==> src/rtl/ptpc_pkg.sv <==
// Package ptpc_pkg
// Shared constants and types for the PTP frame classifier.
// Assumes big-endian byte order of header fields on the wire.
package ptpc_pkg;

    localparam logic [15:0] ET_VLAN  = 16'h8100;
    localparam logic [15:0] ET_MPLS  = 16'h8847;
    localparam logic [15:0] ET_IPV4  = 16'h0800;
    localparam logic [15:0] ET_IPV6  = 16'h86DD;
    localparam logic [15:0] ET_PTP   = 16'h88F7;
    localparam logic [7:0]  PROTO_UDP = 8'd17;
    localparam logic [15:0] PORT_EVT = 16'd319;
    localparam logic [15:0] PORT_GEN = 16'd320;

    typedef enum logic [3:0] {
        W_IDLE, W_MAC, W_ETYPE, W_VLAN, W_MPLS, W_IPVER,
        W_IPV4, W_IPV6, W_UDP, W_PTP, W_DONE
    } walk_state_t;

    typedef struct packed {
        logic [3:0]  msg;
        logic [15:0] seq;
        logic [11:0] ck;
    } ptp_fields_t;

endpackage

==> src/rtl/ptpc_word_serial.sv <==
// Module ptpc_word_serial
// Splits each accepted word into bytes, earliest byte first, one byte per clock.
// Assumes a new word arrives no sooner than the cycle in which the last byte
// of the previous word is consumed (one word per NBYTES clocks at most).
module ptpc_word_serial #(
    parameter int WORD_W = 32
) (
    input  logic              clk,
    input  logic              rst_n,
    input  logic              word_vld,
    input  logic              word_sof,
    input  logic [WORD_W-1:0] word_data,
    output logic              byte_vld,
    output logic              byte_sof,
    output logic [7:0]        byte_data
);
    localparam int NBYTES = WORD_W / 8;
    localparam int CNT_W  = $clog2(NBYTES + 1);

    logic [WORD_W-1:0] shreg;
    logic [CNT_W-1:0]  left;
    logic              sof_q;

    // Load a new word or shift out the next byte.
    always_ff @(posedge clk) begin
        if (!rst_n) begin
            shreg <= '0;
            left  <= '0;
            sof_q <= 1'b0;
        end else if (word_vld) begin
            shreg <= word_data;
            left  <= CNT_W'(NBYTES);
            sof_q <= word_sof;
        end else if (left != '0) begin
            shreg <= shreg << 8;
            left  <= left - 1'b1;
        end
    end

    assign byte_vld  = (left != '0);
    assign byte_data = shreg[WORD_W-1 -: 8];
    assign byte_sof  = sof_q && (left == CNT_W'(NBYTES));

    AST_WORD_SPACING: assert property (@(posedge clk) disable iff (!rst_n)
        word_vld |-> (left <= CNT_W'(1)));

endmodule

==> src/rtl/ptpc_hdr_walk.sv <==
// Module ptpc_hdr_walk
// Byte-serial header walker: MAC, VLAN tags, MPLS stack, IPv4/IPv6, UDP, PTP.
// Emits one registered result strobe per frame. A start-of-frame byte
// restarts the walk from any state. Assumes the byte stream of ptpc_word_serial.
module ptpc_hdr_walk
    import ptpc_pkg::*;
#(
    parameter int MAX_VLAN  = 2,
    parameter int MAC_BYTES = 12,
    parameter int PTP_BYTES = 34,
    parameter int SEQ_OFS   = 30,
    parameter int IPV6_BYTES = 40,
    parameter int UDP_BYTES = 8
) (
    input  logic        clk,
    input  logic        rst_n,
    input  logic        byte_vld,
    input  logic        byte_sof,
    input  logic [7:0]  byte_data,
    output logic        res_vld,
    output logic        res_ptp,
    output ptp_fields_t res_f
);
    localparam int VL_W = $clog2(MAX_VLAN + 1);
    localparam logic [1:0] VER_ANY = 2'd0;
    localparam logic [1:0] VER_4   = 2'd1;
    localparam logic [1:0] VER_6   = 2'd2;

    walk_state_t state, nxt_state;
    logic [7:0]  bc, nxt_bc;
    logic [7:0]  hold;
    logic [VL_W-1:0] vlan_n;
    logic [1:0]  exp_ver;
    logic [3:0]  ihl_q;
    logic        bos_q;
    logic [3:0]  msg_q;
    logic [15:0] seq_q;
    logic [11:0] acc;
    logic        fail_now, ptp_done;
    logic [15:0] pair;
    logic [7:0]  v4_last;
    logic        step;

    assign step    = byte_vld && !byte_sof;
    assign pair    = {hold, byte_data};
    assign v4_last = {2'b00, ihl_q, 2'b00} - 8'd1;

    // Next state, byte index and verdict for the byte in this cycle.
    always_comb begin
        nxt_state = state;
        nxt_bc    = bc;
        fail_now  = 1'b0;
        ptp_done  = 1'b0;
        if (byte_vld && byte_sof) begin
            nxt_state = W_MAC;
            nxt_bc    = 8'd1;
        end else if (byte_vld) begin
            nxt_bc = bc + 8'd1;
            unique case (state)
                W_MAC: if (bc == 8'(MAC_BYTES - 1)) begin
                    nxt_state = W_ETYPE;
                    nxt_bc    = '0;
                end
                W_ETYPE: if (bc == 8'd1) begin
                    nxt_bc = '0;
                    case (pair)
                        ET_VLAN: if (vlan_n == VL_W'(MAX_VLAN)) fail_now = 1'b1;
                                 else nxt_state = W_VLAN;
                        ET_MPLS: nxt_state = W_MPLS;
                        ET_IPV4, ET_IPV6: nxt_state = W_IPVER;
                        ET_PTP:  nxt_state = W_PTP;
                        default: fail_now = 1'b1;
                    endcase
                end
                W_VLAN: if (bc == 8'd1) begin
                    nxt_state = W_ETYPE;
                    nxt_bc    = '0;
                end
                W_MPLS: if (bc == 8'd3) begin
                    nxt_bc    = '0;
                    nxt_state = bos_q ? W_IPVER : W_MPLS;
                end
                W_IPVER: begin
                    if (byte_data[7:4] == 4'd4 && exp_ver != VER_6 && byte_data[3:0] >= 4'd5)
                        nxt_state = W_IPV4;
                    else if (byte_data[7:4] == 4'd6 && exp_ver != VER_4)
                        nxt_state = W_IPV6;
                    else
                        fail_now = 1'b1;
                end
                W_IPV4: begin
                    if (bc == 8'd9 && byte_data != PROTO_UDP) fail_now = 1'b1;
                    else if (bc == v4_last) begin
                        nxt_state = W_UDP;
                        nxt_bc    = '0;
                    end
                end
                W_IPV6: begin
                    if (bc == 8'd6 && byte_data != PROTO_UDP) fail_now = 1'b1;
                    else if (bc == 8'(IPV6_BYTES - 1)) begin
                        nxt_state = W_UDP;
                        nxt_bc    = '0;
                    end
                end
                W_UDP: begin
                    if (bc == 8'd3 && pair != PORT_EVT && pair != PORT_GEN) fail_now = 1'b1;
                    else if (bc == 8'(UDP_BYTES - 1)) begin
                        nxt_state = W_PTP;
                        nxt_bc    = '0;
                    end
                end
                W_PTP: if (bc == 8'(PTP_BYTES - 1)) begin
                    ptp_done  = 1'b1;
                    nxt_state = W_DONE;
                end
                default: nxt_bc = bc;
            endcase
            if (fail_now) nxt_state = W_DONE;
        end
    end

    // State, byte index and result registers.
    always_ff @(posedge clk) begin
        if (!rst_n) begin
            state   <= W_IDLE;
            bc      <= '0;
            res_vld <= 1'b0;
            res_ptp <= 1'b0;
            res_f   <= '0;
        end else begin
            state   <= nxt_state;
            bc      <= nxt_bc;
            res_vld <= fail_now || ptp_done;
            if (ptp_done) begin
                res_ptp <= 1'b1;
                res_f   <= '{msg: msg_q, seq: seq_q, ck: acc + 12'(byte_data)};
            end else if (fail_now) begin
                res_ptp <= 1'b0;
                res_f   <= '0;
            end
        end
    end

    // Captured header fields used by later bytes of the walk.
    always_ff @(posedge clk) begin
        if (!rst_n) begin
            hold    <= '0;
            vlan_n  <= '0;
            exp_ver <= VER_ANY;
            ihl_q   <= '0;
            bos_q   <= 1'b0;
            msg_q   <= '0;
            seq_q   <= '0;
            acc     <= '0;
        end else begin
            if (byte_vld) hold <= byte_data;
            if (byte_vld && byte_sof) vlan_n <= '0;
            if (step && state == W_ETYPE && bc == 8'd1) begin
                if (pair == ET_VLAN && vlan_n != VL_W'(MAX_VLAN)) vlan_n <= vlan_n + 1'b1;
                exp_ver <= (pair == ET_IPV4) ? VER_4 : (pair == ET_IPV6) ? VER_6 : VER_ANY;
            end
            if (step && state == W_MPLS && bc == 8'd2) bos_q <= byte_data[0];
            if (step && state == W_IPVER) ihl_q <= byte_data[3:0];
            if (step && state == W_PTP) begin
                if (bc == '0) begin
                    acc   <= 12'(byte_data);
                    msg_q <= byte_data[3:0];
                end else begin
                    acc <= acc + 12'(byte_data);
                end
                if (bc == 8'(SEQ_OFS + 1)) seq_q <= pair;
            end
        end
    end

    // Tracks whether the current frame has already reported.
    logic reported;
    always_ff @(posedge clk) begin
        if (!rst_n)                    reported <= 1'b0;
        else if (byte_vld && byte_sof) reported <= 1'b0;
        else if (res_vld)              reported <= 1'b1;
    end

    AST_ONE_RESULT: assert property (@(posedge clk) disable iff (!rst_n)
        res_vld |-> !reported);
    AST_NOT_PTP_ZERO: assert property (@(posedge clk) disable iff (!rst_n)
        (res_vld && !res_ptp) |-> (res_f == '0));
    AST_STROBE_AFTER_BYTE: assert property (@(posedge clk) disable iff (!rst_n)
        res_vld |-> $past(byte_vld));
    AST_IDLE_QUIET: assert property (@(posedge clk) disable iff (!rst_n)
        (state == W_IDLE) |-> !res_vld);

endmodule

==> src/rtl/ptp_frame_classifier.sv <==
// Module ptp_frame_classifier
// Top level: word-to-byte serializer feeding the header walker.
// Assumes in_vld at most once every four clocks and in_sof only with in_vld.
module ptp_frame_classifier
    import ptpc_pkg::*;
#(
    parameter int WORD_W   = 32,
    parameter int MAX_VLAN = 2
) (
    input  logic              clk,
    input  logic              rst_n,
    input  logic              in_vld,
    input  logic              in_sof,
    input  logic [WORD_W-1:0] in_data,
    output logic              ptp_strobe,
    output logic              ptp_is_ptp,
    output logic [3:0]        ptp_msg_type,
    output logic [15:0]       ptp_seq_id,
    output logic [11:0]       ptp_ck_frag
);
    logic        b_vld, b_sof;
    logic [7:0]  b_data;
    ptp_fields_t fields;

    ptpc_word_serial #(.WORD_W(WORD_W)) u_ser (
        .clk(clk), .rst_n(rst_n),
        .word_vld(in_vld), .word_sof(in_sof), .word_data(in_data),
        .byte_vld(b_vld), .byte_sof(b_sof), .byte_data(b_data)
    );

    ptpc_hdr_walk #(.MAX_VLAN(MAX_VLAN)) u_walk (
        .clk(clk), .rst_n(rst_n),
        .byte_vld(b_vld), .byte_sof(b_sof), .byte_data(b_data),
        .res_vld(ptp_strobe), .res_ptp(ptp_is_ptp), .res_f(fields)
    );

    assign ptp_msg_type = fields.msg;
    assign ptp_seq_id   = fields.seq;
    assign ptp_ck_frag  = fields.ck;

endmodule

==> config.mk <==
export PLATFORM = sky130hd
export DESIGN_NAME = ptp_frame_classifier
export DESIGN_NICKNAME = d
export VERILOG_FILES = /design/src/rtl/ptpc_pkg.sv /design/src/rtl/ptpc_word_serial.sv /design/src/rtl/ptpc_hdr_walk.sv /design/src/rtl/ptp_frame_classifier.sv
export SDC_FILE = /design/constraint.sdc
export NUM_CORES = 1
export LEC_CHECK = 0
export ABC_CLOCK_PERIOD_IN_PS = 2870
export CORE_MARGIN = 2
export CORE_UTILIZATION = 36
export CTS_CLUSTER_SIZE = 8
export DETAILED_ROUTE_END_ITERATION = 6
export PLACE_DENSITY = 0.55
export SYNTH_ARGS = -nofsm -noshare
export SYNTH_HDL_FRONTEND = slang
export SYNTH_SLANG_ARGS = --single-unit
export TNS_END_PERCENT = 20
==> constraint.sdc <==
create_clock -name clk -period 2.87 [get_ports clk]
set_input_delay 0.4305 -clock clk [delete_from_list [all_inputs] [get_ports clk]]
set_output_delay 0.4305 -clock clk [all_outputs]
set_load 0.005 [all_outputs]
Word-level counts from Yosys, hierarchy flattened
Cells that the tools add are included.
Word-level totals
  register bits: 131
  word-level logic and storage cells: 194
  input bits: 36
Operators by class
  order comparisons: 1
  reductions and logical operators: 40
  multiplexer cells: 63
  equality and inequality tests: 63
  $add $sub $neg: 5
  bitwise gates (word level): 1
Operators by type and width (number)
  $mux 32: 4
  $mux 8: 9
  $eq 16x16->1 const B: 4
  $mux 4: 15
  $pmux 8 s7: 1
  $pmux 4 s9: 1
  $ne 16x9->1 const B: 2
  $reduce_and 16->1: 2
  $eq 4x3->1 const B: 6
  $ne 4x1->1 const B: 6
  $mux 1: 22
  $ne 3x1->1 const B: 7
  $logic_and 1x1->1: 17
  $eq 16x12->1 const B: 1
  $eq 8x2->1 const B: 2
  $eq 8x3->1 const B: 2
  $eq 8x4->1 const B: 2
  $eq 8x6->1 const B: 2
  $ne 4x4->1 const B: 4
  $pmux 4 s4: 1
  $add 12x8->12: 1
  $mux 12: 1
  $reduce_bool 11->1: 1
  $mux 2: 5
  39 further kinds: 55

Depth between registers and ports, before layout
Gate-level depths: netlist (run 1).
  depth in word-level cells: 11
  mapped depth: 10

Cells and area by module
From an unflattened synthesis (run 1), not the netlist that was laid out.
Unflattened totals
  cells, all modules: 805
  area, all modules: 6641.4 sq um
Modules (own cells, without submodules)
  ptpc_hdr_walk: cells each 607, instances 1, area an instance 5048.6 sq um
  ptpc_word_serial: cells each 198, instances 1, area an instance 1592.8 sq um

Worst setup path after synthesis (run 1)
Ideal clock, no wire load.
  path type: flip-flop to flip-flop
  start point: register u_ser.shreg[25]
  end point: register u_walk.res_f[10] (netlist name)
  clock period less this slack: 2.329 ns
  setup slack: 0.541 ns
  cell stages (with the launch flop): 11
  arrival time: 2.212 ns
  setup time: 0.117 ns
  path buffers: 1
  cells stage by stage: dfxtp_1 > clkbuf_8 > inv_1 > fa_1 > nor2b_1 > o21ai_0 > a21boi_0 > o21ai_0 > a211oi_1 > xor2_1 > a22o_1
On the way
  longest elaborated chain between the ends: 10
RTL lines
  start, declared: line ptpc_word_serial.sv:20  | logic [WORD_W-1:0] shreg;
  start signal, assigned: line ptpc_word_serial.sv:31  | shreg <= word_data;
  start signal, assigned: line ptpc_word_serial.sv:35  | shreg <= shreg << 8;
  $eq 16x16->1 (tied with other cells): line ptpc_hdr_walk.sv:66  | case (pair)
  $reduce_or 4->1 (no source line) or $logic_and 1x1->1 (tied branches)
  $pmux 1 s2 or $logic_and 1x1->1 (tied branches): line ptpc_hdr_walk.sv:66, ptpc_hdr_walk.sv:106
  $mux 1 (on tied branches): line ptpc_hdr_walk.sv:64, ptpc_hdr_walk.sv:106
  $pmux 1 s5: line ptpc_hdr_walk.sv:59  | unique case (state)
  $mux 1: line ptpc_hdr_walk.sv:57  | end else if (byte_vld) begin
  $mux 1: line ptpc_hdr_walk.sv:54  | if (byte_vld && byte_sof) begin
  $mux 1: line ptpc_hdr_walk.sv:57
  $mux 1: line ptpc_hdr_walk.sv:54
  $reduce_bool 2->1 (no source line)
  end signal, assigned: line ptpc_hdr_walk.sv:136  | res_f <= '{msg: msg_q, seq: seq_q, ck: acc + 12'(byte_data)};
  end, declared: line ptpc_hdr_walk.sv:22  | output ptp_fields_t res_f
Several ways; a longest one is shown, not always the timed one. The select of a mux whose other input is x is not followed.
A chain may end at the register's enable or synchronous reset.

Worst setup path after layout (run 1)
  start point: register u_ser.shreg[28]
  end point: register u_walk.state[2]
On the way
  longest elaborated chain between the ends: 9
RTL lines
  $eq 16x16->1 (tied with other cells): line ptpc_hdr_walk.sv:66
  $reduce_or 4->1 (no source line) (tied with other cells)
  $pmux 1 s2 (tied with other cells): line ptpc_hdr_walk.sv:66
  $mux 1 (on tied branches): line ptpc_hdr_walk.sv:64, ptpc_hdr_walk.sv:84, ptpc_hdr_walk.sv:106
  $pmux 1 s5: line ptpc_hdr_walk.sv:59
  $mux 1: line ptpc_hdr_walk.sv:57
  $mux 1: line ptpc_hdr_walk.sv:54
  $ne 6x5->1 (no source line) (tied with other cells)
  $reduce_and 16->1 (no source line)
  end signal, assigned: line ptpc_hdr_walk.sv:131  | state <= nxt_state;
  end, declared: line ptpc_hdr_walk.sv:29  | walk_state_t state, nxt_state;
Several ways; a longest one is shown, not always the timed one. The select of a mux whose other input is x is not followed.

==> results of run 1 <==
synth_stat cells (8+ instances only):
cell type                  number  area [µm²]
sky130_fd_sc_hd__nor4_1        13        81.3
sky130_fd_sc_hd__inv_1         28         105
sky130_fd_sc_hd__nand2_1      123         462
sky130_fd_sc_hd__dfxtp_1      131        2620
sky130_fd_sc_hd__nor2_1        98         368
sky130_fd_sc_hd__nand3_1       15        75.1
sky130_fd_sc_hd__ha_1          16         200
sky130_fd_sc_hd__o21ai_0       23         115
sky130_fd_sc_hd__a21oi_1       90         450
sky130_fd_sc_hd__nand4_1        8        50.1
sky130_fd_sc_hd__xnor2_1        9        78.8
sky130_fd_sc_hd__a22o_1        29         254
sky130_fd_sc_hd__clkbuf_1      34         128
sky130_fd_sc_hd__mux2i_1       24         240
sky130_fd_sc_hd__and3_1        10        62.6
sky130_fd_sc_hd__nor3_1        11        55.1
sky130_fd_sc_hd__a31oi_1       10        62.6
final timing paths:
| path | startpoint | endpoint | slack, ps | cells after the start |
|---|---|---|---|---|
| setup / recovery | u_ser.shreg[28] | u_walk.state[2] | 250 | 7 |
| setup reg to reg | u_ser.shreg[28] | u_walk.state[2] | 250 | 7 |
| hold reg to reg | u_walk.res_f[6] | u_walk.res_f[6] | 450 | 1 |
| hold / removal | u_walk.res_f[6] | u_walk.res_f[6] | 450 | 1 |
cell families after synthesis:
| family | Yosys count | share of synthesized area [%] |
|---|---|---|
| adder cells (fa/ha/maj) | 17 | 3.34 |
| multiplexers | 27 | 4.22 |
| AO/OA/AOI/OAI | 200 | 19.4 |
| XOR/XNOR | 14 | 1.86 |
| buffers and inverters | 88 | 6.84 |
| AND/OR/NAND/NOR | 332 | 24.6 |
| flip-flops | 131 | 39.8 |
power breakdown:
| part | switching, mW | internal, mW | total (mW) | leakage (nW) |
|---|---|---|---|---|
| combinational | 0.269 | 0.162 | 0.432 | 1.66 |
| sequential | 0.0435 | 1.86 | 1.90 | 1.06 |
| clock | 0.833 | 1.38 | 2.22 | 0.292 |
registers in the layout, indices dropped and copies added, names as in the netlist, 8 cells and up:
name and flops:
u_ser.shreg 32, u_walk.res_f 32, u_walk.seq_q 16, u_walk.acc 12
u_walk.bc 8, u_walk.hold 8
per-layer routing:
metal	wire length (µm)	part of all wire, %	vias to the layer above
li1	-	-	2987
met1	8730	50	2783
met2	7680	44	146
met3	808	4.6	29
met4	397	2.3	0
met5	0	0	-
cell type report:
class                           count  area (µm²)
Multi-Input combinational cell    590        3530
Timing Repair Buffer              106         988
Sequential cell                   131        2620
Fill cell                        1802        9830
Clock buffer                       18         439
Clock inverter                     13         160
Inverter                           28         105
Tap cell                          229         287
stage by stage:
stage               total power, mW  instance area (µm²)  instances  setup slack, ps
floorplan                      2.22                 6590        809              541
global placement               2.38                 7530       1084              295
detailed placement             2.37                 7530       1084              257
CTS                            4.60                 8130       1115              246
global route                   4.71                 8130       1115             11.4
finish                         4.55                 8130       1115              248
==> run summary, run 1 <==
The flow ran to the end, and the final reports show no timing, DRC or antenna violations. The critical path launch point type is a register. Setup repair after global routing left no endpoint under its margin. The depth of the CTS H-tree came out at 4.

The fmax came out at 381 MHz. The final count of hold timing violations is 0. Setup violations remaining at the end of the flow were counted as 0. The count of nets after finishing came out at 927. The count of instances resized after the clock tree is built came out at 0. At the pin with the least slew margin, the transition time is 695 ps. The detailed-route wire length per cell is 15.8 µm. The length of the first detailed-routing pass in iterations came out at 5. A synthesized cell averages 8.14 µm². The final wirelength is 17600 µm. After synthesis the cells add up to 6590 µm². The core area came out at 18000 µm². In this run the tightest slew margin relative to its limit is 53.2%. The met1 demand-to-capacity share in global routing is 25.2%. The portion of the post-synthesis area used by sequential elements came out at 39.8%. The first-pass GRT wire length is 28700 µm.

The worst setup path is captured at a register. The biggest fanout along the worst timing path came out at 11. The count of final max-slew check failures is 0. The final hold slack came out at 455 ps. The total via count after detailed routing is 5945. The met3 demand-to-capacity share in global routing is 4.20%. The overflow left after global routing is 0. The number of top-level pins came out at 70. The clock-pin slew reported for the worst setup and hold paths after clock tree synthesis is 60 ps. The total buffers and inverters traversed by the critical path is 0. The die outline area is 19400 µm². 0 antenna diodes ended up in the layout. The signal on the critical path passes through or4b_4 > a221o_1 > o2bb2ai_1 > nor4_2 > nand3_2 > a21boi_0 > o22ai_1. The via density per instance is 5.33. The via count of the first global-routing pass is 5516. The maximum number of pins on one net before global-route repair came out at 35. The static leakage came out at 3.02 nW. In this run the vertical extent of the chip is 139 µm. The distinct cell type count after synthesis is 79. At the end of routability-driven placement, the weighted congestion stood at 0.881. The number of clock sinks came out at 131.

TritonCTS built the clock tree. The net count after synthesis came out at 862. The number of flip-flops and latches in the synthesized netlist came out at 131. During synthesis, Yosys emitted a total of 0 warnings. The number of hold-repair buffers added at the cts stage is 0. The worst path uses 91.4% of the clock period.

The detailed router finished its first iteration with 383 violations. The summed negative setup slack over all endpoints came out at 0 ps. After global routing, the most crowded layer is met2. Data arrives at the worst endpoint at 2910 ps. The total half-perimeter wirelength after legalization and detailed placement came out at 12400 µm. On the critical path the largest part of the delay comes from simple AND/OR/NAND/NOR gates. Clock latency on the worst-skew pair, taken at its later pin, is 420 ps. From synthesis to final layout, the design area changed by 23.4%.

The horizontal die dimension came out at 139 µm. In the layout the commonest cells are sky130_fd_sc_hd__dfxtp_1 (131), sky130_fd_sc_hd__nand2_1 (123), sky130_fd_sc_hd__nor2_1 (96), sky130_fd_sc_hd__a21oi_1 (90), sky130_fd_sc_hd__clkdlybuf4s50_1 (68). The number of core rows came out at 49. For this run, the leading register cell type out of synthesis is sky130_fd_sc_hd__dfxtp_1. In this run the remaining antenna-violating nets after routing total 0. The critical path in this run is classified as register to register. The proportion of synthesized flip-flops having asynchronous set or reset came out at 0%. For this design the ratio of total power to cell area is 560 nW/µm².

The share of post-route cells with drive strength above 1 is 10.8%. The peak supply drop came out at 0.000452 V. Yosys mapped a number of flops with a built-in enable equal to 0.

The number of antenna violations at the first check in global routing is 0. Clock tree synthesis inserted a total of 17 buffers. The number of design rule violations left after detail routing is 0. The initial cell density of the core is 36.7%.

Data on the critical path is required at its endpoint by 3150 ps. The cell at the root of the clock tree is sky130_fd_sc_hd__clkbuf_16. Once the clock tree was built, the setup fixing pass inserted 0 buffers. The count of port buffers added during placement is 69. Across the routed clock network, the largest skew measured is 8.47 ps. Leaving out fill and tap cells, the most frequent cell in the layout is sky130_fd_sc_hd__dfxtp_1. The final cell utilization of the core came out at 45.3%. The routed design could run at a clock period as short as 2620 ps. Global routing consumed, over all layers together, 18.1% of the routing resources.

In the synthesized netlist, the number of instances is 809. The met2 demand-to-capacity share in global routing came out at 27.3%. The tool flagged a number of max-cap violations equal to 0.

The class of the worst hold path is register to register. The maximum single-stage delay on the critical path came out at 610 ps. The cell with the largest stage delay on the worst path is sky130_fd_sc_hd__or4b_4. In this run the deepest clock path goes through 2 buffers.
Power figures use the tool's default switching activity.
==> run 2: changes to the inputs <==
CTS_BUF_LIST = sky130_fd_sc_hd__clkbuf_2   (was unset)
==> run summary, run 2 (same netlist as run 1, synthesis figures left out) <==
The initial cell density of the core came out at 36.7% (unchanged). The clock-pin slew reported for the worst setup and hold paths after clock tree synthesis came out at 210 ps (+150 ps). The worst setup slack for register-to-register paths is 270 ps (+30 ps). The first-pass GRT wire length is 28500 µm (-0.77%). Leaving out fill and tap cells, the most frequent cell in the layout is sky130_fd_sc_hd__dfxtp_1. The met3 demand-to-capacity share in global routing came out at 3.99% (-0.21 points). The relative area change from synthesis to final layout is 18.1%. The net switching power figure is 1.03 mW (-11%). The setup clock skew after layout is 30.1 ps (+21.6 ps).

The combinational cell fraction of total power came to 12.2% (+2.7 points). The maximum count of clock buffers along a single path is 2 (unchanged). The worst setup path is launched from a register. The overflow left after global routing was 0 (unchanged). The global routing usage summed across all routing layers came out at 17.9% (-0.18 points). The number of design rule violations left after detail routing came to 0 (unchanged). Following the worst setup path forward leads to its endpoint at u_walk.state[0]. The normalized max-slew margin was 53.2% (about the same). The height of the die is 139 µm (unchanged). The number of top-level pins is 70 (unchanged). The least setup slack across all paths after layout was 273 ps (+25.4 ps).

The relative contribution of sequential cells to total power is 54.0% (+12 points). The peak supply drop was 0.000247 V (-45%). The power density over the cells is 453 nW/µm² (-19%). The number of core rows came out at 49 (unchanged).

The horizontal die dimension is 139 µm (unchanged). The critical path arrival is 3220 ps (+310 ps). The share of the clock period used by the worst path is 90.5% (-0.88 points). The fmax is 385 MHz (+0.98%). The length of the first detailed-routing pass in iterations is 5 (unchanged). The antenna violation net count after detailed routing is 0 (unchanged). The clock buffer count from CTS is 17 (unchanged).

The biggest fanout along the worst timing path came out at 11 (unchanged). The number of DRC markers in iteration 0 came to 461 (+20%). The cell sitting at the root of the clock tree is a sky130_fd_sc_hd__clkbuf_2. The count of final max-slew check failures came to 0 (unchanged). The final non-filler cell total came out at 1116 (+0.090%).

The depth of the CTS H-tree is 4 (unchanged). The total via count after detailed routing came out at 5925 (-0.34%). The part of the total power dissipated in the clock network is 33.8% (-15 points). The via count of the first global-routing pass is 5468 (-0.87%). The count of buffers added by post-CTS timing repair for setup came out at 0 (unchanged). The switching portion of total power is 29.1% (+3.9 points).

The share of post-route cells with drive strength above 1 was 10.7% (-0.11 points). The final-report setup violation count came to 0 (unchanged). The path class of the tightest hold or removal check is input port to register. The core area came out at 18000 µm² (unchanged). The critical path is of the register to register type. The count of nets after finishing came to 927 (unchanged). The static leakage is 2.87 nW (-4.8%). The internal power of the cells came out at 2.50 mW (-26%). The detailed-route wire length per cell came out at 15.6 µm (-1.0%). Setup repair after global routing left no endpoint under its margin. The final period demand of the worst path came out at 2600 ps (-25.4 ps). The die outline area is 19400 µm² (unchanged). The number of clock sinks is 131 (unchanged).

The instance count along the most critical hold path came to 3 (+2). The run finished with clean final reports. The cell total after placement was 1084 (unchanged). The maximum number of pins on one net before global-route repair is 35 (unchanged). The clock tree from TritonCTS is done. The slew at the pin closest to its max-slew limit was 695 ps (-0.0612 ps). met2 is the most crowded layer.

The count of port buffers added during placement is 69 (unchanged). The critical path required time is 3490 ps (+340 ps). The met2 demand-to-capacity share in global routing came out at 27.2% (-0.15 points). The final wirelength is 17400 µm (-0.93%). The source-to-sink clock delay at the later pin of the worst-skew pair came out at 700 ps (+280 ps).

The number of antenna violations at the first check in global routing came out at 1 (+1). The worst slack after detailed placement was 257 ps (unchanged). The routability congestion estimate came out at 0.881 (unchanged).

The final count of hold timing violations is 0 (unchanged). The total of max-cap violations came to 0 (unchanged). Leaving out fill and tap cells, the most frequent cells in the layout are sky130_fd_sc_hd__dfxtp_1 (131), sky130_fd_sc_hd__nand2_1 (123), sky130_fd_sc_hd__nor2_1 (96), sky130_fd_sc_hd__a21oi_1 (90), sky130_fd_sc_hd__clkdlybuf4s50_1 (68). The via density per instance is 5.31 (-0.43%). The total half-perimeter wirelength after legalization and detailed placement came out at 12400 µm (unchanged). The logic depth of the worst register-to-register path is 7 (unchanged).

The met1 demand-to-capacity share in global routing came to 25.1% (-0.091 points). In this run the critical register-to-register path is captured at u_walk.state[0]. The worst setup path is captured at a register. The startpoint identified for the worst register-to-register timing path is u_ser.shreg[28]. The summed negative setup slack over all endpoints came out at 0 ps (unchanged). The largest registers in the layout are u_ser.shreg: 32 flops, u_walk.res_f: 32 flops, u_walk.seq_q: 16 flops. The origin of the worst setup path is u_ser.shreg[28].
-- run 2: cell count changes in the layout (fill, tap and decap cells not counted) --
cell	previous run	this run
sky130_fd_sc_hd__a21boi_1	0	1
sky130_fd_sc_hd__a21boi_0	3	2
sky130_fd_sc_hd__clkinv_1	0	1
sky130_fd_sc_hd__clkbuf_16	17	0
sky130_fd_sc_hd__clkbuf_8	1	0
sky130_fd_sc_hd__diode_2	0	1
sky130_fd_sc_hd__clkbuf_2	0	17
-- run 2: layout make-up --
| type | instances | area [µm²] |
|---|---|---|
| Clock inverter | 14 | 164 |
| Tap cell | 229 | 287 |
| Fill cell | 1842 | 10200 |
| Sequential cell | 131 | 2620 |
| Antenna cell | 1 | 2.50 |
| Clock buffer | 17 | 85.1 |
| Multi-Input combinational cell | 590 | 3530 |
| Timing Repair Buffer | 106 | 988 |
| Inverter | 28 | 105 |
-- run 2: timing repair --
action	in CTS	in global routing
setup endpoints to repair	0	1
hold buffers	0	0
resized for setup	0	1
-- run 2: power by group through the flow --
stage	logic (mW)	registers [mW]	clock network, mW
after floorplan	0.302	1.92	0
after global placement	0.434	1.94	0
after detailed placement	0.432	1.94	0
after CTS	0.434	1.91	1.24
after global routing	0.476	1.91	1.30
final	0.431	1.91	1.19
-- run 2: worst min-delay path by stage --
| stage | from | to |
|---|---|---|
| 5_1_grt | in_vld | u_ser.shreg[13] |
| 4_1_cts | in_vld | u_ser.shreg[5] |
| 6_report | in_vld | u_ser.shreg[5] |
| 3_5_place_dp | u_walk.res_f[6] | u_walk.res_f[6] |
| 3_3_place_gp | u_walk.msg_q[0] | u_walk.res_f[28] |
| 2_1_floorplan | u_walk.msg_q[2] | u_walk.res_f[30] |
-- run 2: critical path, stage by stage, from the launching register on --
cell,delay [ps]
sky130_fd_sc_hd__dfxtp_1,500
sky130_fd_sc_hd__or4b_4,620
sky130_fd_sc_hd__a221o_1,320
sky130_fd_sc_hd__o2bb2ai_1,180
sky130_fd_sc_hd__nor4_2,270
sky130_fd_sc_hd__nand3_2,170
sky130_fd_sc_hd__mux2_4,330
sky130_fd_sc_hd__nor3_2,140
-- run 2: per-layer routing --
| layer | share of wire (%) | wire (µm) |
|---|---|---|
| met1 | 49 | 8560 |
| met2 | 44 | 7650 |
| met3 | 5.0 | 875 |
| met4 | 2.1 | 362 |
| met5 | 0 | 0 |
-- run 2: per-stage QoR --
step | instance area, µm² | utilization, % | hold slack [ps] | power (mW)
final | 7780 | 43.3 | 215 | 3.53
after floorplan | 6590 | - | 436 | 2.22
after detailed placement | 7530 | 41.9 | 442 | 2.37
after CTS | 7780 | 43.3 | 148 | 3.58
after global placement | 7530 | 41.9 | 445 | 2.38
after global routing | 7780 | 43.3 | 180 | 3.68
==> run 3: changes to the inputs <==
CORE_MARGIN = unset   (was 2)
SLEW_MARGIN = 20   (was unset)
==> run summary, run 3 (same netlist as run 1, synthesis figures left out) <==
The routability congestion estimate was 0.856 (-2.9%). The number of design rule violations left after detail routing came out at 0 (unchanged). The largest registers in the layout are u_ser.shreg: 32 flops, u_walk.res_f: 32 flops, u_walk.seq_q: 16 flops. The library cells used most frequently in the layout, excluding fill and tap cells, are sky130_fd_sc_hd__dfxtp_1 (131), sky130_fd_sc_hd__nand2_1 (123), sky130_fd_sc_hd__nor2_1 (96), sky130_fd_sc_hd__a21oi_1 (90), sky130_fd_sc_hd__clkdlybuf4s50_1 (68). In this run the worst hold path is classified as input port to register. The worst setup slack for register-to-register paths came to 270 ps (about the same).

The horizontal die dimension is 137 µm (-1.4%). The clock-pin slew reported for the worst setup and hold paths after clock tree synthesis is 210 ps (about the same). The final period demand of the worst path came out at 2600 ps (+6.63 ps). The setup clock skew after layout came out at 34.3 ps (+4.21 ps). The most critical setup path has its startpoint at u_walk.bc[3]. The power density over the cells came out at 436 nW/µm² (-3.8%). The maximum count of clock buffers along a single path came to 2 (unchanged). The fill cell total of the finished layout came out at 1853 (+0.60%).

The normalized max-slew margin was 52.0% (-1.2 points). The number of DRC markers in iteration 0 was 360 (-22%). The detailed-route wire length per cell is 15.6 µm (about the same). The maximum number of pins on one net before global-route repair came out at 35 (unchanged). The number of hold-repair buffers added at the cts stage came out at 0 (unchanged). The summed negative setup slack over all endpoints came out at 0 ps (unchanged).

The via density per instance is 5.28 (-0.56%). The peak supply drop is 0.000214 V (-13%). The length of the first detailed-routing pass in iterations is 5 (unchanged). The die outline area was 18800 µm² (-2.9%).

Setup repair after global routing left no endpoint under its margin. The total of max-cap violations came out at 0 (unchanged). The height of the die came out at 137 µm (-1.4%). The relative area change from synthesis to final layout came out at 17.1%.

The number of antenna violations at the first check in global routing came out at 1 (unchanged). The final-report setup violation count is 0 (unchanged). The worst setup path is captured at a register.

The area of the multi-input gates is 3530 µm² (unchanged). The library cell used most frequently in the layout, excluding fill and tap cells, is sky130_fd_sc_hd__dfxtp_1. The number of core rows came out at 49 (unchanged). The depth of the CTS H-tree is 4 (unchanged). The final non-filler cell total was 1113 (-0.27%). The count of port buffers added during placement was 69 (unchanged). The share of the clock period used by the worst path was 90.7% (+0.23 points).

The critical path required time came out at 3510 ps (+20 ps). The biggest fanout along the worst timing path came out at 10 (-1). The static leakage was 2.83 nW (-1.5%). The core area came to 18000 µm² (unchanged).

The antenna violation net count after detailed routing came out at 0 (unchanged). The cell at the root of the clock tree is sky130_fd_sc_hd__clkbuf_2. The final wirelength is 17400 µm (-0.29%). In this run the critical register-to-register path is launched from u_walk.bc[3]. The slew at the pin closest to its max-slew limit was 713 ps (+17.4 ps). The storage element area is 2620 µm² (unchanged). The fmax came out at 384 MHz (-0.25%). The share of post-route cells with drive strength above 1 is 10.4% (-0.30 points). The global routing usage summed across all routing layers is 19.3% (+1.4 points).

The total half-perimeter wirelength after legalization and detailed placement came to 12400 µm (-0.44%). The via count of the first global-routing pass came out at 5339 (-2.4%). The count of buffers added by post-CTS timing repair for setup is 0 (unchanged). The source-to-sink clock delay at the later pin of the worst-skew pair was 720 ps (+20 ps). The startpoint identified for the worst hold timing path is in_vld. The final count of hold timing violations came to 0 (unchanged). The run finished with clean final reports. The clock buffer count from CTS came out at 17 (unchanged). The cell total after placement is 1082 (-0.18%). The count of instances resized after the clock tree is built is 0 (unchanged).

The initial cell density of the core came out at 36.7% (unchanged). The overflow left after global routing is 0 (unchanged). The worst setup path is launched from a register. The count of final max-slew check failures came to 0 (unchanged). The number of top-level pins came out at 70 (unchanged). The critical path arrival is 3250 ps (+30 ps). The total via count after detailed routing was 5876 (-0.83%). The worst setup path is of the register to register kind. TritonCTS built the clock tree. The count of nets after finishing came out at 925 (-0.22%).

The first-pass GRT wire length came out at 28100 µm (-1.4%). The number of clock sinks is 131 (unchanged).
==> run 3: cell count changes in the layout (fill, tap and decap cells not counted), sizes merged <==
cell / previous run / this run
clkinvlp: 2 / 5
buf: 38 / 36
bufinv: 3 / 1
clkinv: 8 / 6
==> run 3: through the flow <==
| step | setup slack [ps] | power [mW] | hold WS [ps] | area, µm² | utilization (%) |
|---|---|---|---|---|---|
| CTS | 267 | 3.42 | 116 | 7720 | 43.0 |
| global route | 75.0 | 3.55 | 177 | 7720 | 43.0 |
| detailed placement | 333 | 2.38 | 442 | 7520 | 41.8 |
| finish | 266 | 3.37 | 197 | 7720 | 43.0 |
| global placement | 291 | 2.38 | 444 | 7520 | 41.8 |
| floorplan | 541 | 2.22 | 436 | 6590 | - |
==> run 3: report_power, final <==
part	internal (mW)	switching, mW	total (mW)
Clock	0.300	0.723	1.02
Sequential	1.86	0.0411	1.90
Combinational	0.167	0.272	0.439
Total	2.33	1.04	3.37
==> run 3: path summary, 6_finish.rpt <==
check / endpoint / cells past startpoint
hold reg to reg: u_walk.res_f[31] / 1
setup / recovery: u_walk.vlan_n[0] / 7
hold / removal: u_ser.shreg[10] / 3
setup reg to reg: u_walk.vlan_n[0] / 7
==> run 3: routing by layer <==
metal | global-route usage [%] | up-vias | share of wire [%]
li1 | - | 2984 | -
met1 | 26.8 | 2747 | 50
met2 | 29.9 | 126 | 45
met3 | 4.12 | 19 | 4.2
met4 | 5.56 | 0 | 1.1
met5 | 0 | - | 0
==> run 3: cell type report <==
cell class	instances	share of cell area, %
multi-input combinational	590	45.7
antenna	1	0.0324
inverter	28	1.36
tap	229	3.71
timing repair buffer	104	12.6
clock buffer	17	1.10
sequential	131	34.0
clock inverter	13	1.49
==> run 3: worst max-delay path: stages, from the launching register on <==
cell and delay [ps]:
sky130_fd_sc_hd__dfxtp_1 460, sky130_fd_sc_hd__or3_1 440, sky130_fd_sc_hd__nor2_1 390, sky130_fd_sc_hd__and4_1 340, sky130_fd_sc_hd__nor3b_1 330, sky130_fd_sc_hd__buf_4 180, sky130_fd_sc_hd__mux2_2 320, sky130_fd_sc_hd__nor2_1 80
